--- src/rtl/mdma_host_seq.sv ---
`timescale 1ns/1ps
module mdma_host_seq #(
  parameter int CLK_NS      = 20,
  parameter int T_CYC_NS    = 120,
  parameter int T_ACT_NS    = 70,
  parameter int T_REC_NS    = 25,
  parameter int T_WSU_NS    = 20,
  parameter int T_WHOLD_NS  = 10,
  parameter int T_ACKH_NS   = 5,
  parameter int T_REQDLY_NS = 35,
  parameter int SYNC        = 2,
  parameter int DW          = 16,
  parameter int CW          = 16
) (
  input  logic          clk,
  input  logic          rst_n,
  input  logic          start,
  input  logic          dir_wr,
  input  logic [CW-1:0] word_count,
  output logic          busy,
  output logic          done,
  input  logic          dev_req,
  output logic          ack_n,
  output logic          rd_stb_n,
  output logic          wr_stb_n,
  input  logic [DW-1:0] dd_in,
  output logic [DW-1:0] dd_out,
  output logic          dd_oe,
  output logic [DW-1:0] rd_data,
  output logic          rd_valid,
  input  logic          rd_ready,
  input  logic [DW-1:0] wr_data,
  input  logic          wr_valid,
  output logic          wr_ready
);

  function automatic int cdiv(input int ns);
    return (ns + CLK_NS - 1) / CLK_NS;
  endfunction

  function automatic int mx(input int a, input int b);
    return (a > b) ? a : b;
  endfunction

  localparam int ACT_CK  = mx(mx(cdiv(T_ACT_NS), cdiv(T_WSU_NS)), 1);
  localparam int ACKH_CK = mx(cdiv(T_ACKH_NS), 1);
  localparam int NEG_LEN = mx(mx(mx(cdiv(T_REC_NS), cdiv(T_CYC_NS) - ACT_CK),
                                 mx(cdiv(T_WHOLD_NS), cdiv(T_REQDLY_NS) + SYNC)), 1);
  localparam int TMAX    = mx(mx(ACT_CK, ACKH_CK), NEG_LEN);
  localparam int TW      = $clog2(TMAX + 1);

  typedef enum logic [2:0] {S_IDLE, S_WREQ, S_ARM, S_STB, S_NEG, S_HOLD} st_t;

  st_t            st;
  logic [TW-1:0]  tmr;
  logic [CW-1:0]  rem;
  logic           dir;
  logic [SYNC-1:0] rq_sync;
  logic           req_s;
  logic           slot_end, more, go_slot, data_ok, launch;

  always_ff @(posedge clk) begin
    if (!rst_n) rq_sync <= '0;
    else        rq_sync <= {rq_sync[SYNC-2:0], dev_req};
  end

  assign req_s    = rq_sync[SYNC-1];
  assign slot_end = (st == S_NEG) && (tmr == '0);
  assign more     = (rem != '0) && req_s;
  assign go_slot  = ((st == S_ARM) && req_s) || (slot_end && more);
  assign data_ok  = dir ? wr_valid : !rd_valid;
  assign launch   = go_slot && data_ok;
  assign wr_ready = go_slot && dir;

  assign busy     = (st != S_IDLE);
  assign ack_n    = (st == S_IDLE) || (st == S_WREQ);
  assign rd_stb_n = !((st == S_STB) && !dir);
  assign wr_stb_n = !((st == S_STB) && dir);
  assign dd_oe    = dir && !ack_n;

  always_ff @(posedge clk) begin
    if (!rst_n) begin
      st       <= S_IDLE;
      tmr      <= '0;
      rem      <= '0;
      dir      <= 1'b0;
      done     <= 1'b0;
      rd_valid <= 1'b0;
      rd_data  <= '0;
      dd_out   <= '0;
    end else begin
      done <= 1'b0;
      if (rd_valid && rd_ready) rd_valid <= 1'b0;
      if (launch && dir) dd_out <= wr_data;

      case (st)
        S_IDLE: begin
          if (start) begin
            if (word_count == '0) begin
              done <= 1'b1;
            end else begin
              dir <= dir_wr;
              rem <= word_count;
              st  <= S_WREQ;
            end
          end
        end

        S_WREQ: if (req_s) st <= S_ARM;

        S_ARM: begin
          if (launch) begin
            st  <= S_STB;
            tmr <= TW'(ACT_CK - 1);
          end else if (!req_s) begin
            st   <= S_HOLD;
            tmr  <= TW'(ACKH_CK - 1);
            done <= 1'b1;
          end
        end

        S_STB: begin
          if (tmr == '0) begin
            st  <= S_NEG;
            tmr <= TW'(NEG_LEN - 1);
            rem <= rem - 1'b1;
            if (!dir) begin
              rd_data  <= dd_in;
              rd_valid <= 1'b1;
            end
          end else begin
            tmr <= tmr - 1'b1;
          end
        end

        S_NEG: begin
          if (tmr != '0) begin
            tmr <= tmr - 1'b1;
          end else if (!more) begin
            st   <= S_HOLD;
            tmr  <= TW'(ACKH_CK - 1);
            done <= 1'b1;
          end else if (data_ok) begin
            st  <= S_STB;
            tmr <= TW'(ACT_CK - 1);
          end else begin
            st <= S_ARM;
          end
        end

        S_HOLD: begin
          if (tmr == '0) st <= S_IDLE;
          else           tmr <= tmr - 1'b1;
        end

        default: st <= S_IDLE;
      endcase
    end
  end

endmodule

--- config.mk ---
export PLATFORM = sky130hd
export DESIGN_NAME = mdma_host_seq
export DESIGN_NICKNAME = d
export VERILOG_FILES = /design/src/rtl/mdma_host_seq.sv
export SDC_FILE = /design/constraint.sdc
export NUM_CORES = 1
export LEC_CHECK = 0
export ABC_AREA = 0
export BUFFER_PORTS_ARGS = -buffer_cell sky130_fd_sc_hd__buf_2
export CORE_UTILIZATION = 40
export DETAILED_ROUTE_END_ITERATION = 8
export MAX_ROUTING_LAYER = met4
export PLACE_DENSITY = 0.75
export SLEW_MARGIN = 0
export SYNTH_ARGS = -nofsm -noshare
export SYNTH_HDL_FRONTEND = slang
export SYNTH_SLANG_ARGS = --single-unit
export TNS_END_PERCENT = 10
--- constraint.sdc ---
create_clock -name clk -period 2.4 [get_ports clk]
set_input_delay 0.36 -clock clk [delete_from_list [all_inputs] [get_ports clk]]
set_output_delay 0.36 -clock clk [all_outputs]
set_load 0.01 [all_outputs]
==> results.md <==
Timing:
- On the final layout, the worst hold slack is 0.242 ns.
- The worst-margin pin slew is 0.715 ns.
- In the finished design, the share of the clock period the worst path needs comes to 1.03.
- After layout, the worst setup slack is -0.0695 ns.
- Derived from the worst setup path, the maximum achievable clock frequency is 0.405 GHz.
- The final count of hold timing violations is 0.
- Setup violations remaining at the end of the flow were counted as 1.
- Setup repair after global routing could not meet its margin everywhere.
- The worst slew slack as a fraction of its limit is 0.523.
- The count of pins over their slew limit is 0.
- Between clock sinks in the finished design, the worst skew comes to 0.0132 ns.
- The final critical path time including I/O delays and setup is 2.47 ns.

Cells and area:
- The diode insertion count for antenna repair is 0.
- For this run, the share of the core covered by cells in the final layout is 0.534.
- The number of fill cells is 696.
- The layout-stage area growth over the synthesis result is 29.0%.
- The finished layout holds 584 standard cells, fillers aside.
- The finished cells cover 3870 µm².
- The count of nets after finishing is 539.
- The fraction of layout cells with a size suffix above 1 is 0.301.

Floorplan:
- In this run the count of I/O pins placed on the die edge is 95.
- The die covers 7850 µm².
- The height of the die is 88.6 µm.
- The total number of placement rows is 31.
- The initial utilization of the core area, before any placement, comes to 0.414.
- The region available for standard cell placement spans 7250 µm².
- The die is 88.6 µm wide.

Placed design:
- In this run, placement finished with an instance count of 566.
- The worst setup slack after placement is 0.0408 ns.
- The global placer's final weighted congestion is 0.930.
- After legalization and detailed placement, the total HPWL measured 5780 µm.
- The number of port buffers is 94.
- The placed instances occupy a cell area of 3650 µm².

Detailed routing:
- The detailed router used layers up to and including met4.
- The met2 wirelength from detailed routing is 3860 µm.
- The starting DRC count in detailed routing is 258.
- The first detailed-routing pass ran for 5 iterations.
- The length of routed wiring on met1 is 3580 µm.
- The total DRC errors in the routed layout is 0.
- The number of nets with antenna violations after detailed routing is 0.
- Dividing the detail-routed wire length by the instance count gives 14.1 µm.
- The total detailed-routing wirelength is 8250 µm.
- Summed over all nets, wire length on met3 after detailed routing comes to 575 µm.
- The vias per cell is 5.51.
- The total number of vias is 3216.

Synth:
- Synthesis produced a netlist with a net count of 439.
- The synthesized flop and latch total is 59.
- The cell area after synthesis is 3000 µm².
- For this run, the number of Yosys warnings is 0.
- By area the synthesized netlist is led by dfxtp_1, a21oi_1, nand2_1, mux2i_1, nor2_1.
- After synthesis, the share of flip-flops with an asynchronous set or reset is 0.
- The cell with the most instances after synthesis is dfxtp_1.
- Counting every instance in the synthesized netlist gives 380.
- The sequential share of the synthesized area is 0.393.
- Of the post-synthesis cell area, the dominant cell type holds 0.393.
- The synthesized design spends more area on one cell type than any other, namely dfxtp_1.
- The commonest cells after synthesis are dfxtp_1, nand2_1, a21oi_1.
- The number of enable-type register cells in the synthesized netlist is 0.
- Averaged over all synthesized cells, the footprint is 7.90 µm².
- Yosys mapped the design onto 54 distinct sky130hd cell types.
- Among all flip-flop cells after synthesis, the most frequent one is dfxtp_1.

GRT:
- The number of global-route vias before repair was 2964.
- For this run the aggregate overflow at the end of global routing stands at 0.
- Entering global routing, the biggest net connects 35 pins.
- The first global-routing pass estimated 13600 µm of wire.
- The initial antenna violation count came to 0.
- The overall routing resource usage is 0.232.

Worst setup path:
- The critical path class is flop to primary output.
- For the worst flop-to-flop path, the logic depth is 7.
- STA puts the critical path data arrival time at 2.11 ns.
- STA classifies the critical path endpoint as a primary output.
- In this design, the stage delay of the slowest critical-path cell is 0.56 ns.
- The worst setup path is launched from a flop.
- Along the worst path, the maximum fanout reaches 2.
- The endpoint of the worst-slack reg-to-reg timing path is st[2]$_SDFFE_PN0P_.
- The total buffers and inverters traversed by the critical path is 1.
- The endpoint required time on the critical path is 2.04 ns.
- The beginning of the worst register-to-register path is rem[6]$_SDFFE_PN0P_.
- The internal reg-to-reg setup slack is 0.13 ns.
- The most used cell along the critical path is or4_4.
- The critical path goes through or4_4 -> or4_4 -> a21oi_2 -> nor2_1 -> buf_2.
- The critical-path cell with the highest stage delay is or4_4.
- The cell type group with the largest total delay on the critical path is simple AND/OR/NAND/NOR gates.

Min path:
- In this run the worst hold path is classified as primary input to flop.
- The end point of the most critical hold path is rd_data[7]$_SDFFE_PN0P_.
- The worst hold path begins at dd_in[7].
- The cell count of the worst hold path is 3.

Clock network:
- The cell sitting at the root of the clock tree is a clkbuf_8.
- The maximum count of clock buffers along a single path is 2.
- At the later pin of the worst-skew pair, clock insertion delay measures 0.35 ns.
- The CTS tree is done.
- The number of clock buffers added by TritonCTS is 9.
- After clock tree synthesis, the clock-pin slew on the worst setup and hold paths is 0.08 ns.
- The H-tree was split into 3 levels.
- Counting every sink on the clock net gives 59.

Pwr:
- Of the total power, the clock network draws 0.367.
- The static leakage is 0.00163 µW.
- Of the total power, combinational logic draws 0.184.
- The areal power density over the cells is 598 nW/µm².
- For this design the total switching power over the nets is 717 µW.
- Cell internal power was estimated by the tool at 1600 µW.
- Of the total power, registers draw 0.450.
- Of the total power, the share spent switching nets is 0.310.
- IR analysis of the VDD net gives a maximum drop of 0.000508 V.

Run:
- The count of max-cap constraint violations is 0.

Run status:
- The checks that failed: setup timing.
- The run finished, with violations left.
-- layer usage --
layer,vias up,global-route usage
met2,151,0.357
li1,1551,-
met1,1488,0.287
met3,26,0.0522
met4,0,0.116
met5,-,-
-- worst reg2reg max path, delay by kind of cell (launching register included) --
family	cells	cell delay, ns
simple gates	2	1.10
compound gates	3	0.48
flops	1	0.33
buf+inv	2	0.30
-- cell type report --
class / instances / area [µm²] / area share
inverter: 14 / 52.6 / 0.0136
timing repair buffer: 118 / 676 / 0.175
clock buffer: 9 / 124 / 0.0320
tap: 99 / 124 / 0.0320
sequential: 59 / 1180 / 0.306
multi-input combinational: 278 / 1650 / 0.427
clock inverter: 7 / 56.3 / 0.0145
-- worst max path at each step --
stage / start / endpoint / slack, ns / cells after the start
after detailed placement: rem[1]$_SDFFE_PN0P_ / dd_out[2]$_SDFFE_PN0P_ / 0.04 / 9
after global placement: rem[0]$_SDFFE_PN0P_ / dd_out[6]$_SDFFE_PN0P_ / 0.09 / 9
after global routing: rem[1]$_SDFFE_PN0P_ / wr_ready / -0.13 / 7
after CTS: rem[7]$_SDFFE_PN0P_ / wr_ready / -0.08 / 5
after floorplan: rem[0]$_SDFFE_PN0P_ / tmr[2]$_SDFFE_PN0P_ / 0.02 / 9
final: rem[6]$_SDFFE_PN0P_ / wr_ready / -0.07 / 5
-- cell usage in the layout, fill, tap and decap left out, types with 2 or more instances in the layout --
cell type  instances
nand2b_1           7
or2b_1             2
a21o_1             2
ha_1               4
a31oi_1            6
nand3_1            6
nor2b_1            5
nor3_1             9
or2_2              2
inv_6              5
buf_4             22
o32ai_1            3
mux2i_1           20
dfxtp_1           58
o21a_1             3
nand2_1           54
o22ai_1            3
a211oi_1           3
o21ai_0           12
a22oi_1            5
o211ai_1           4
nor4_1             8
nor2_1            36
and2_1             4
or3_1              4
a211o_1            2
clkbuf_8           9
nand4_1            3
or4_4              3
buf_12             2
a21oi_1           40
a2111oi_0          2
o31ai_1            5
buf_2             94
inv_1             13
-- cells by family after synthesis --
family / share of synthesized area
buf+inv: 0.0629
flops: 0.393
simple gates: 0.243
fa+ha+maj: 0.0167
compound gates: 0.218
mux: 0.0667
-- stage by stage --
step | power, µW | setup TNS [ns]
2_1_floorplan | 1300 | 0
3_3_place_gp | 1450 | 0
3_5_place_dp | 1460 | 0
4_1_cts | 2340 | -0.0818
5_1_grt | 2430 | -0.131
6_report | 2310 | -0.0695
-- registers in the layout, indices dropped and copies added, names as in the netlist --
name	flops
tmr	3
rem	16
st	3
rd_valid	1
dir	1
rq_sync	2
rd_data	16
dd_out	16
done	1
-- power groups by stage --
stage	registers, µW	clock network [µW]	logic, µW
floorplan	1050	0	247
CTS	1040	881	418
detailed placement	1060	0	398
finish	1040	849	425
global placement	1060	0	391
global route	1050	916	470
-- repair_timing --
item,in CTS,in global routing
setup buffers,2,0
gates resized for setup,6,1
pin swaps,2,0
endpoints found under the setup margin,1,17
hold buffers,0,0
(Power assumes the default switching activity.)
